## src/rtl/vecres_pkg.sv

```systemverilog
package vecres_pkg;
   localparam logic [7:0] VEC_PAGE = 8'hFF;
   localparam logic [7:0] IRQ_LOW  = 8'hF2;
   localparam logic [7:0] XIRQ_LOW = 8'hF4;
   localparam logic [7:0] RSTV_LOW = 8'hFE;

   typedef struct packed {
      logic       valid;
      logic [7:0] low;
   } pick_t;

   // Low address byte of maskable source idx.
   function automatic logic [7:0] src_low(input int idx);
      src_low = 8'(int'(IRQ_LOW) - 2 * idx);
   endfunction
endpackage

```

## src/rtl/vecres_inreg.sv

```systemverilog
module vecres_inreg #(
   parameter int N_SRC = 16
) (
   input  logic             clk,
   input  logic             rst_n,
   input  logic [N_SRC-1:0] irq_req,
   input  logic             xirq_req,
   input  logic             rstv_req,
   input  logic             i_mask,
   input  logic             x_mask,
   output logic [N_SRC-1:0] irq_q,
   output logic             xirq_q,
   output logic             rstv_q,
   output logic             imask_q,
   output logic             xmask_q
);
   always_ff @(posedge clk or negedge rst_n) begin
      if (!rst_n) begin
         irq_q   <= '0;
         xirq_q  <= 1'b0;
         rstv_q  <= 1'b0;
         imask_q <= 1'b1;
         xmask_q <= 1'b1;
      end else begin
         irq_q   <= irq_req;
         xirq_q  <= xirq_req;
         rstv_q  <= rstv_req;
         imask_q <= i_mask;
         xmask_q <= x_mask;
      end
   end
endmodule

```

## src/rtl/vecres_prio.sv

```systemverilog
module vecres_prio
   import vecres_pkg::*;
#(
   parameter int N_SRC      = 16,
   parameter bit PROMOTE_EN = 1'b1
) (
   input  logic             clk,
   input  logic             rst_n,
   input  logic             wr,
   input  logic [7:1]       wdata,
   input  logic             i_mask,
   output logic [7:0]       rdata,
   output logic [N_SRC-1:0] prom_oh
);
   localparam logic [6:0] RST_STOR = IRQ_LOW[7:1];

   logic [6:0]       stor;
   logic [N_SRC-1:0] match;

   generate
      if (PROMOTE_EN) begin : g_reg
         always_ff @(posedge clk or negedge rst_n) begin
            if (!rst_n)             stor <= RST_STOR;
            else if (wr && i_mask)  stor <= wdata;
         end
      end else begin : g_fixed
         assign stor = RST_STOR;
      end
   endgenerate

   assign rdata = {stor, 1'b0};

   // One comparator per source against its fixed vector byte.
   for (genvar i = 0; i < N_SRC; i++) begin : g_dec
      localparam logic [7:0] LOW = src_low(i);
      assign match[i] = (stor == LOW[7:1]);
   end

   always_comb begin
      prom_oh = match;
      if (match == '0) prom_oh[0] = 1'b1;
   end
endmodule

```

## src/rtl/vecres_arb.sv

```systemverilog
module vecres_arb
   import vecres_pkg::*;
#(
   parameter int N_SRC = 16
) (
   input  logic [N_SRC-1:0] irq_q,
   input  logic             xirq_q,
   input  logic             rstv_q,
   input  logic             imask_q,
   input  logic             xmask_q,
   input  logic [N_SRC-1:0] prom_oh,
   output pick_t            pick
);
   logic [7:0] lows [N_SRC];

   for (genvar i = 0; i < N_SRC; i++) begin : g_low
      assign lows[i] = src_low(i);
   end

   logic       m_hit, p_hit;
   logic [7:0] m_low, p_low;

   always_comb begin
      m_hit = 1'b0;
      m_low = 8'h00;
      p_hit = 1'b0;
      p_low = 8'h00;
      for (int i = N_SRC - 1; i >= 0; i--) begin
         if (irq_q[i]) begin
            m_hit = 1'b1;
            m_low = lows[i];
         end
         if (irq_q[i] && prom_oh[i]) begin
            p_hit = 1'b1;
            p_low = lows[i];
         end
      end
   end

   always_comb begin
      pick = '{valid: 1'b0, low: 8'h00};
      if (rstv_q)                      pick = '{valid: 1'b1, low: RSTV_LOW};
      else if (xirq_q && !xmask_q)     pick = '{valid: 1'b1, low: XIRQ_LOW};
      else if (!imask_q && p_hit)      pick = '{valid: 1'b1, low: p_low};
      else if (!imask_q && m_hit)      pick = '{valid: 1'b1, low: m_low};
   end
endmodule

```

## src/rtl/vec_resolver.sv

```systemverilog
module vec_resolver
   import vecres_pkg::*;
#(
   parameter int N_SRC      = 16,
   parameter bit PROMOTE_EN = 1'b1
) (
   input  logic             clk,
   input  logic             rst_n,
   input  logic [N_SRC-1:0] irq_req,
   input  logic             xirq_req,
   input  logic             rstv_req,
   input  logic             i_mask,
   input  logic             x_mask,
   input  logic             reg_wr,
   input  logic [7:1]       reg_wdata,
   output logic [7:0]       reg_rdata,
   output logic [15:0]      vec_out,
   output logic             vec_valid,
   output logic             wake_req
);
   generate
      if (N_SRC < 1 || N_SRC > 64) begin : g_bad_nsrc
         $error("vec_resolver: N_SRC must lie in 1..64");
      end
   endgenerate

   logic [N_SRC-1:0] irq_q, prom_oh;
   logic             xirq_q, rstv_q, imask_q, xmask_q;
   pick_t            pick;

   vecres_inreg #(.N_SRC(N_SRC)) inreg_i (
      .clk(clk), .rst_n(rst_n), .irq_req(irq_req), .xirq_req(xirq_req),
      .rstv_req(rstv_req), .i_mask(i_mask), .x_mask(x_mask),
      .irq_q(irq_q), .xirq_q(xirq_q), .rstv_q(rstv_q),
      .imask_q(imask_q), .xmask_q(xmask_q)
   );

   vecres_prio #(.N_SRC(N_SRC), .PROMOTE_EN(PROMOTE_EN)) prio_i (
      .clk(clk), .rst_n(rst_n), .wr(reg_wr), .wdata(reg_wdata),
      .i_mask(i_mask), .rdata(reg_rdata), .prom_oh(prom_oh)
   );

   vecres_arb #(.N_SRC(N_SRC)) arb_i (
      .irq_q(irq_q), .xirq_q(xirq_q), .rstv_q(rstv_q),
      .imask_q(imask_q), .xmask_q(xmask_q), .prom_oh(prom_oh), .pick(pick)
   );

   always_ff @(posedge clk or negedge rst_n) begin
      if (!rst_n) begin
         vec_out   <= 16'h0000;
         vec_valid <= 1'b0;
      end else begin
         vec_valid <= pick.valid;
         vec_out   <= pick.valid ? {VEC_PAGE, pick.low} : 16'h0000;
      end
   end

   // Clock-free wake path straight from the pins.
   assign wake_req = rstv_req | xirq_req | ((|irq_req) & ~i_mask);
endmodule

```

## config.mk

```make
export PLATFORM = sky130hd
export DESIGN_NAME = vec_resolver
export DESIGN_NICKNAME = d
export VERILOG_FILES = /design/src/rtl/vecres_pkg.sv /design/src/rtl/vecres_inreg.sv /design/src/rtl/vecres_prio.sv /design/src/rtl/vecres_arb.sv /design/src/rtl/vec_resolver.sv
export SDC_FILE = /design/constraint.sdc
export NUM_CORES = 1
export LEC_CHECK = 0
export BUFFER_PORTS_ARGS = -buffer_cell sky130_fd_sc_hd__buf_2
export CORE_ASPECT_RATIO = 0.9
export CORE_MARGIN = 2
export CORE_UTILIZATION = 54
export CTS_CLUSTER_SIZE = 10
export DETAILED_ROUTE_END_ITERATION = 10
export PLACE_DENSITY_LB_ADDON = 0.25
export SLEW_MARGIN = 20
export SYNTH_ARGS = -nofsm -noshare
export SYNTH_HDL_FRONTEND = slang
export SYNTH_SLANG_ARGS = --single-unit
```

## constraint.sdc

```tcl
create_clock -name clk -period 2.6 [get_ports clk]
set_input_delay 0 -clock clk [delete_from_list [all_inputs] [get_ports clk]]
set_output_delay 0 -clock clk [all_outputs]
set_load 0.01 [all_outputs]
```

==> impl_metrics.tcl, run 1 <==
set metrics [dict create \
    synth_seq_cells 34 \
    ctsResizeCount 0 \
    p_clk_frac 0.241 \
    crit_buf_inv 0 \
    vias 1482 \
    synth_area_leaders "dfrtp_1 40%, dfstp_2 11%, buf_4 5.3%" \
    syn-instance-count 142 \
    core_area_sq_mm 0.00302 \
    grt_pass1_wl_mm 6.53 \
    fin_crit_ns 2.04 \
    maxCapViolCount 0 \
    dieArea_sq_mm 0.00361 \
    die_h_um 57.2 \
    yosysWarnings 0 \
    htreeDepth 2 \
    powerDensity_mw_per_mm2 515 \
    path_cells "mux4_2 > and3_1 > nor2_1 > nand3_1 > o31ai_2" \
    drc 0 \
    start_kind "flop" \
    area_delta_synth_final_pct 32.3 \
    critPathArrivalTime_ns 2.30 \
    critPathRequiredTime_ns 2.86 \
    avgSynthCellArea_sq_um 12.0 \
    pwr-share-seq 0.558 \
    rsz0062_at_grt "false" \
    grt_pass1_vias 1441 \
    path_clk_slew_ns 0.10 \
    io_pins 56 \
    clock_path_buffers 2 \
    final_common_cell "buf_2" \
    synth_cell_types 42 \
    cts_hold_buf 28 \
    worst_pin_slew_ns 0.689 \
    fmax_mhz 490 \
    timing.rr.start "prio_i.stor[0]" \
    leakage_uw 0.000968 \
    switchingPower_uw 336 \
    synth_top_family_by_area "simple AND/OR/NAND/NOR gates" \
    final_max_slew_viol_count 0 \
    criticalPathCategory "reg -> reg" \
    clk_latency_ns 0.34 \
    yosysTopAreaCellShare 0.398 \
    end_kind "flop" \
    slowest_delay_ns 0.70 \
    status "finished, final reports clean" \
    slew_headroom 0.541 \
    yosysTopAreaCell "dfrtp_1" \
    tritoncts "yes" \
    drive_above_1_share 0.381 \
    total_power_uw 1160 \
    ff2ff_path_depth 5 \
    overflow 0 \
    synthesis.area_sq_mm 0.00170 \
    final_cell_mix "53 x buf_2, 28 x dlygate4sd3_1, 27 x dfrtp_1, 9 x nor2_1, 8 x mux2_2" \
    routed_wirelength_mm 3.98 \
    intPower_uw 823 \
    hp-class "in -> async" \
    period_share 0.785 \
    antenna_left 0 \
    cts.sinks 34 \
    fin_tns_setup_ns 0 \
    routed_via_density 5.70 \
    clock_skew_ns 0.00659 \
    io_buffers 53 \
    drt_iter0_drc 66 \
    rrSetupSlack_ns 0.56 \
    start_util 0.563 \
    antenna_found_initial 0 \
    nets 247 \
    synth_compound_area_frac 0.112 \
    comb_power_share 0.200 \
    place_congestion 0.840 \
    synthMuxAreaShare 0.144 \
    slowest_stage "dfstp_2" \
    yosysSeqAreaShare 0.506 \
    cts_setup_buffers 0 \
    ir_drop_mv 0.341 \
    antenna_cells 0 \
    fp-row-count 19 \
    synth-simple-area-share 0.168 \
    swShare 0.290 \
    cts_buffers 5 \
    hold_viol_final 0 \
    reg2reg_to "vec_out[3]" \
    fin_hold_ws_ns 0.230 \
    setup_violations 0 \
    synthAdderAreaFrac 0 \
    cts_root_buf "clkbuf_4" \
    wire_per_inst_um 15.3 \
    chipWidth_um 63.1 \
    grt_max_degree 35 \
    place.detailed.hpwl_mm 2.70 \
    crit_family "flip-flops" \
    firstDrtPassIters 4 \
    synth_xor_area_frac 0 \
    cp_max_fo 12 \
    gr-usage-all-layers 0.243 \
]
how the worst max path moves through the flow:
| stage | from | to | slack (ns) | cells past startpoint |
|---|---|---|---|---|
| after floorplan | prio_i.stor[0] | vec_out[2] | 0.78 | 5 |
| after global placement | prio_i.stor[0] | vec_out[4] | 0.69 | 5 |
| after detailed placement | prio_i.stor[0] | vec_out[3] | 0.59 | 5 |
| after CTS | prio_i.stor[0] | vec_out[3] | 0.57 | 5 |
| after global routing | prio_i.stor[0] | vec_out[3] | 0.45 | 5 |
| final | prio_i.stor[0] | vec_out[3] | 0.56 | 5 |
sequential cells by signal (all words and copies together), names as in the netlist:
signal and flops:
inreg_i.rstv_q 1, inreg_i.xirq_q 1, inreg_i.irq_q 16, inreg_i.imask_q 1, prio_i.stor 7, inreg_i.xmask_q 1, vec_out 7
area by class of cell:
type / count / area [sq um]
Timing Repair Buffer: 81 / 546
Fill cell: 218 / 771
Clock buffer: 7 / 45.0
Inverter: 3 / 11.3
Sequential cell: 34 / 860
Clock inverter: 1 / 7.51
Multi-Input combinational cell: 92 / 727
Tap cell: 42 / 52.6
cell usage after synthesis (all sizes together):
| cell | instances |
|---|---|
| dfstp | 7 |
| or3 | 2 |
| or2 | 2 |
| o211ai | 1 |
| inv | 3 |
| mux2 | 8 |
| and4b | 2 |
| nor3 | 7 |
| nor2 | 9 |
| o31ai | 3 |
| a32o | 1 |
| and3 | 2 |
| and4bb | 1 |
| nand2 | 3 |
| or4 | 4 |
| dfrtp | 27 |
| mux2i | 3 |
| nand2b | 1 |
| o21ai | 4 |
| clkbuf | 1 |
| o221ai | 1 |
| nand3 | 6 |
| o311ai | 2 |
| nor2b | 3 |
| a31o | 1 |
| nor4 | 7 |
| a21oi | 4 |
| buf | 13 |
| a311oi | 2 |
| o311a | 1 |
| a41oi | 1 |
| conb | 1 |
| a21boi | 1 |
| o21ba | 1 |
| o22ai | 1 |
| a31oi | 1 |
| mux4 | 5 |
metrics by stage:
stage | util | instance area, sq um | worst slack [ns] | instances
finish | 0.745 | 2250 | 0.558 | 260
global placement | 0.634 | 1920 | 0.693 | 224
floorplan | - | 1700 | 0.780 | 143
global route | 0.745 | 2250 | 0.453 | 260
detailed placement | 0.634 | 1920 | 0.592 | 224
CTS | 0.745 | 2250 | 0.570 | 260
power by group through the flow:
stage          logic (uW)  registers, uW  clock network, uW
4_1_cts               231            645                284
2_1_floorplan         140            638                  0
3_3_place_gp          194            651                  0
6_report              232            647                280
5_1_grt               250            657                312
3_5_place_dp          198            655                  0
layer usage:
layer	GRT usage	vias to the layer above	share of wire
met3	0.0651	15	0.060
met1	0.280	710	0.39
met2	0.409	70	0.52
met4	0.149	0	0.032
li1	-	687	-
met5	0	-	0
logic make-up (layout without fill, tap and decap cells):
group / count (synthesis) / after routing
other cells: 1 / 2
compound gates: 25 / 25
mux: 16 / 16
simple gates: 49 / 49
buf+inv: 17 / 92
flops: 34 / 34
worst register-to-register path: stages, from the launching register on:
cell     delay [ns]
dfstp_2        0.70
mux4_2         0.54
and3_1         0.23
nor2_1         0.14
nand3_1        0.14
o31ai_2        0.22
(Power assumes the default switching activity.)
==> run 2: changes to the inputs <==
--- a/config.mk
+++ b/config.mk
@@ -8,7 +8,7 @@
 export BUFFER_PORTS_ARGS = -buffer_cell sky130_fd_sc_hd__buf_2
 export CORE_ASPECT_RATIO = 0.9
 export CORE_MARGIN = 2
-export CORE_UTILIZATION = 54
+export CORE_UTILIZATION = 50
 export CTS_CLUSTER_SIZE = 10
 export DETAILED_ROUTE_END_ITERATION = 10
 export PLACE_DENSITY_LB_ADDON = 0.25
==> constraint.sdc (replaced) <==
create_clock -name clk -period 2 [get_ports clk]
set_input_delay 0 -clock clk [delete_from_list [all_inputs] [get_ports clk]]
set_output_delay 0 -clock clk [all_outputs]
set_load 0.01 [all_outputs]
==> run 2 against run 1 <==
  * Clock skew is 0.0035 ns lower
  * Critical path depth stayed put
  * Power rose by 64%
  * Utilization shrank 3.3 points
  * Clock-buffer cell count down 2
  * Non-clock buffer count grew 2
  * Highest routed layer unchanged
  * Final area grew 4.6%
  * Die area grew 7.4%
  * Clock power rose to 2.7 times the previous value
==> impl_metrics.tcl, run 2 (synthesis results as in run 1) <==
set metrics [dict create \
    status "finished, final reports clean" \
    maxCapViolCount 0 \
    antenna_found_initial 0 \
    worst_slack_ns 0.0900 \
    ir_drop_mv 0.651 \
    clock_skew_ns 0.00313 \
    io_buffers 53 \
    place.detailed.hpwl_mm 2.66 \
    routed_via_density 5.52 \
    fin_util 0.712 \
    antenna_cells 0 \
    final_common_cell "buf_2" \
    critPathRequiredTime_ns 2.20 \
    met1_length_mm 1.48 \
    slowest_delay_ns 0.58 \
    drc 0 \
    htreeDepth 2 \
    path_clk_slew_ns 0.07 \
    largest_register "inreg_i.irq_q" \
    cts.sinks 34 \
    total_power_uw 1900 \
    cts_buffers 5 \
    vias 1456 \
    core_area_sq_mm 0.00330 \
    start_util 0.514 \
    clock_path_buffers 2 \
    rsz0062_at_grt "false" \
    period_share 0.955 \
    firstDrtPassIters 4 \
    wire_per_inst_um 14.2 \
    grt_max_degree 35 \
    pre_cts_ws_ns 0.113 \
    tritoncts "yes" \
    path_cells "mux4_2 > and3_1 > nor2_1 > nand3_1 > o31ai_2" \
    start_kind "flop" \
    chipWidth_um 65.4 \
    fin_crit_ns 1.91 \
    grt_pass1_vias 1357 \
    leakage_uw 0.00102 \
    final_max_slew_viol_count 0 \
    drt_iter0_drc 50 \
    critPathArrivalTime_ns 2.11 \
    fmax_mhz 524 \
    largest_register_ffs 16 \
    area_delta_synth_final_pct 38.4 \
    die_h_um 59.3 \
    wl_met3_um 266 \
    powerDensity_mw_per_mm2 807 \
    clk_latency_ns 0.29 \
    end_kind "flop" \
    cts_setup_buffers 0 \
    criticalPathCategory "reg -> reg" \
    fp-row-count 20 \
    final_cell_mix "53 x buf_2, 28 x dlygate4sd3_1, 27 x dfrtp_1, 9 x nor2_1, 8 x mux2_2" \
    gr-usage-all-layers 0.216 \
    nets 249 \
    slew_headroom 0.534 \
    wl_met2_mm 1.95 \
    slowest_stage "dfstp_2" \
    cts_root_buf "clkbuf_8" \
    drive_above_1_share 0.395 \
    antenna_left 0 \
    routed_wirelength_mm 3.75 \
    cp_max_fo 4 \
    hold_viol_final 0 \
    io_pins 56 \
    fin_tns_setup_ns 0 \
    grt_pass1_wl_mm 6.11 \
    worst_pin_slew_ns 0.699 \
    dieArea_sq_mm 0.00388 \
    top_regs "inreg_i.irq_q (16), prio_i.stor (7), vec_out (7)" \
    overflow 0 \
    hp-class "in -> reg" \
    setup_violations 0 \
    place_congestion 0.879 \
    top_layer "met4" \
]
[run 2: changes by cell type in the layout (fill, tap and decap cells not counted)]
cell and change:
clkbuf_4 -5, clkbuf_8 +5, buf_4 +2, bufinv_16 +2, clkbuf_1 -2, clkinv_4 +1, clkinvlp_4 -1
[run 2: through the flow]
step	hold WS, ns	area, sq um	instances
after floorplan	-0.296	1700	143
after global placement	0.0766	1930	228
after detailed placement	0.0929	1930	228
after CTS	0.277	2350	264
after global routing	0.304	2350	264
final	0.274	2350	264
[run 2: metal layers]
layer  vias up  global-route usage
met5         -                   0
li1        693                   -
met3         6              0.0627
met4         0              0.0863
met1       686               0.253
met2        71               0.379
[run 2: critical path, delay by kind of cell, from the launching register on]
family          cells  cell delay, ns
compound gates      1            0.23
mux                 1            0.51
simple gates        3            0.51
flops               1            0.58
[run 2: what timing repair did]
action	4_1_cts	5_1_grt
gates resized for setup	0	0
hold buffers	28	0
hold endpoints to repair	54	0
[run 2: worst paths after layout]
check,from,to,slack (ns),depth (start not counted)
setup / recovery,prio_i.stor[0],vec_out[3],0.09,5
hold / removal,reg_wr,prio_i.stor[0],0.27,3
setup reg to reg,prio_i.stor[0],vec_out[3],0.09,5
hold reg to reg,inreg_i.imask_q,vec_out[7],0.59,1
max in group asynchronous,rst_n,prio_i.stor[2],1.26,2
min in group asynchronous,rst_n,vec_out[5],0.29,2
[run 2: cell type report]
cell class                 count  area (sq um)
sequential                    34           860
fill                         249           952
timing repair buffer          83           561
clock buffer                   5          68.8
tap                           44          55.1
inverter                       3          11.3
clock inverter                 3          68.8
multi-input combinational     92           727
[run 2: where the power goes]
group	leakage (uW)	switching [uW]	total, uW	internal, uW
clock	0.0000683	248	747	499
combinational	0.000573	138	323	185
sequential	0.000380	72.2	826	754
total	0.00102	458	1900	1440
==> run 3: changes to the inputs <==
==> constraint.sdc (replaced) <==
create_clock -name clk -period 1.9 [get_ports clk]
set_input_delay 0 -clock clk [delete_from_list [all_inputs] [get_ports clk]]
set_output_delay 0 -clock clk [all_outputs]
set_load 0.01 [all_outputs]
==> run 3 against run 2 <==
  * Sequential cell count did not move
  * Global-route usage rose by 0.74 points
  * Combinational power rose by 12%
  * Register-to-register slack got worse by 0.03 ns
  * Largest power group unchanged
==> impl_metrics.tcl, run 3 (synthesis results as in run 1) <==
set metrics [dict create \
    cts.sinks 34 \
    start_util 0.514 \
    clock_path_buffers 2 \
    fin_crit_ns 1.84 \
    period_share 0.968 \
    timing.rr.start "prio_i.stor[0]" \
    status "finished, final reports clean" \
    critPathArrivalTime_ns 2.00 \
    tritoncts "yes" \
    final_cell_mix "53 x buf_2, 28 x dlygate4sd3_1, 27 x dfrtp_1, 8 x nor2_1, 8 x mux2_2" \
    io_pins 56 \
    antenna_found_initial 0 \
    num-fill-cells 242 \
    cts_root_buf "clkbuf_8" \
    critPathLaunch "prio_i.stor[0]" \
    criticalPathCategory "reg -> reg" \
    worst_slack_ns 0.0603 \
    fp-row-count 20 \
    cts_buffers 5 \
    fin_tns_setup_ns 0 \
    drive_above_1_share 0.422 \
    worst_pin_slew_ns 0.699 \
    clk_latency_ns 0.29 \
    routed_wirelength_mm 3.86 \
    place_congestion 0.851 \
    maxCapViolCount 0 \
    grt_max_degree 35 \
    ir_drop_mv 0.868 \
    area_delta_synth_final_pct 39.5 \
    fmax_mhz 544 \
    htreeDepth 2 \
    placed_area_sq_mm 0.00195 \
    pre_cts_ws_ns -0.000462 \
    dieArea_sq_mm 0.00388 \
    place.detailed.hpwl_mm 2.78 \
    clock_skew_ns 0.00438 \
    chipWidth_um 65.4 \
    grt_pass1_wl_mm 6.16 \
    placed_cells 230 \
    end_kind "flop" \
    hold_start "reg_wr" \
    antenna_left 0 \
    powerDensity_mw_per_mm2 794 \
    io_buffers 53 \
    start_kind "flop" \
    multi_input_comb_area_sq_um 747 \
    wire_per_inst_um 14.5 \
    seq_area_sq_um 860 \
    final_common_cell "buf_2" \
    die_h_um 59.3 \
    hp-class "in -> reg" \
    grt_pass1_vias 1370 \
    cp_max_fo 5 \
    routed_via_density 5.65 \
    final_max_slew_viol_count 0 \
    leakage_uw 0.00102 \
    setup_violations 0 \
    antenna_cells 0 \
    largest_register_ffs 16 \
    largest_register "inreg_i.irq_q" \
    holdPathStages 3 \
    slew_headroom 0.534 \
    hold_viol_final 0 \
    core_area_sq_mm 0.00330 \
    gr-usage-all-layers 0.224 \
    drt_iter0_drc 86 \
    reg2reg_to "vec_out[4]" \
    top_regs "inreg_i.irq_q (16), prio_i.stor (7), vec_out (7)" \
    stdcell_count 267 \
    path_clk_slew_ns 0.07 \
    design_area_sq_mm 0.00237 \
    firstDrtPassIters 4 \
    vias 1509 \
    nets 252 \
    critPathRequiredTime_ns 2.06 \
    overflow 0 \
    drc 0 \
    ff2ff_path_depth 5 \
    holdPathEnd "prio_i.stor[3]" \
    rrSetupSlack_ns 0.06 \
]
run 3: cell type report:
cell class                 instances  share of cell area
sequential                        34               0.363
multi-input combinational         92               0.315
timing repair buffer              86               0.246
clock buffer                       5              0.0290
tap                               44              0.0232
clock inverter                     3              0.0190
inverter                           3             0.00475
run 3: worst max-delay path by stage:
stage               cells after the start    endpoint  slack [ns]
floorplan                               5  vec_out[2]        0.08
global placement                        5  vec_out[4]        0.07
detailed placement                      5  vec_out[3]     -0.0005
CTS                                     5  vec_out[3]        0.02
global route                            5  vec_out[1]      -0.007
finish                                  5  vec_out[4]        0.06
run 3: per-stage QoR:
stage | hold slack, ns | power, uW | util
floorplan | -0.296 | 1070 | -
global placement | 0.0723 | 1180 | 0.590
detailed placement | 0.0859 | 1190 | 0.590
CTS | 0.260 | 1890 | 0.711
global route | 0.288 | 1980 | 0.717
finish | 0.255 | 1880 | 0.717
run 3: what timing repair did:
action / CTS / global route
buffers inserted: 1 / 0
gates resized for setup: 0 / 5
hold buffers: 28 / 0
setup endpoints to repair: 2 / 3
endpoints found under the hold margin: 54 / 0
pin swaps: 0 / 1
run 3: critical path: stages (launching register included):
cell and delay (ns):
dfstp_2 0.60, mux4_2 0.51, and3_4 0.21, or2_4 0.23, nor2_1 0.09, o31ai_1 0.07
run 3: report_power, final:
| group | internal (uW) | switching [uW] | total [uW] |
|---|---|---|---|
| combinational | 208 | 155 | 363 |
| sequential | 794 | 71.6 | 866 |
| clock | 390 | 263 | 653 |
| total | 1390 | 490 | 1880 |
run 3: per-layer routing:
| metal | GRT usage | vias to the layer above | wire, um |
|---|---|---|---|
| li1 | - | 698 | - |
| met1 | 0.260 | 722 | 1420 |
| met2 | 0.373 | 79 | 1990 |
| met3 | 0.0741 | 10 | 346 |
| met4 | 0.116 | 0 | 101 |
| met5 | 0 | - | 0 |
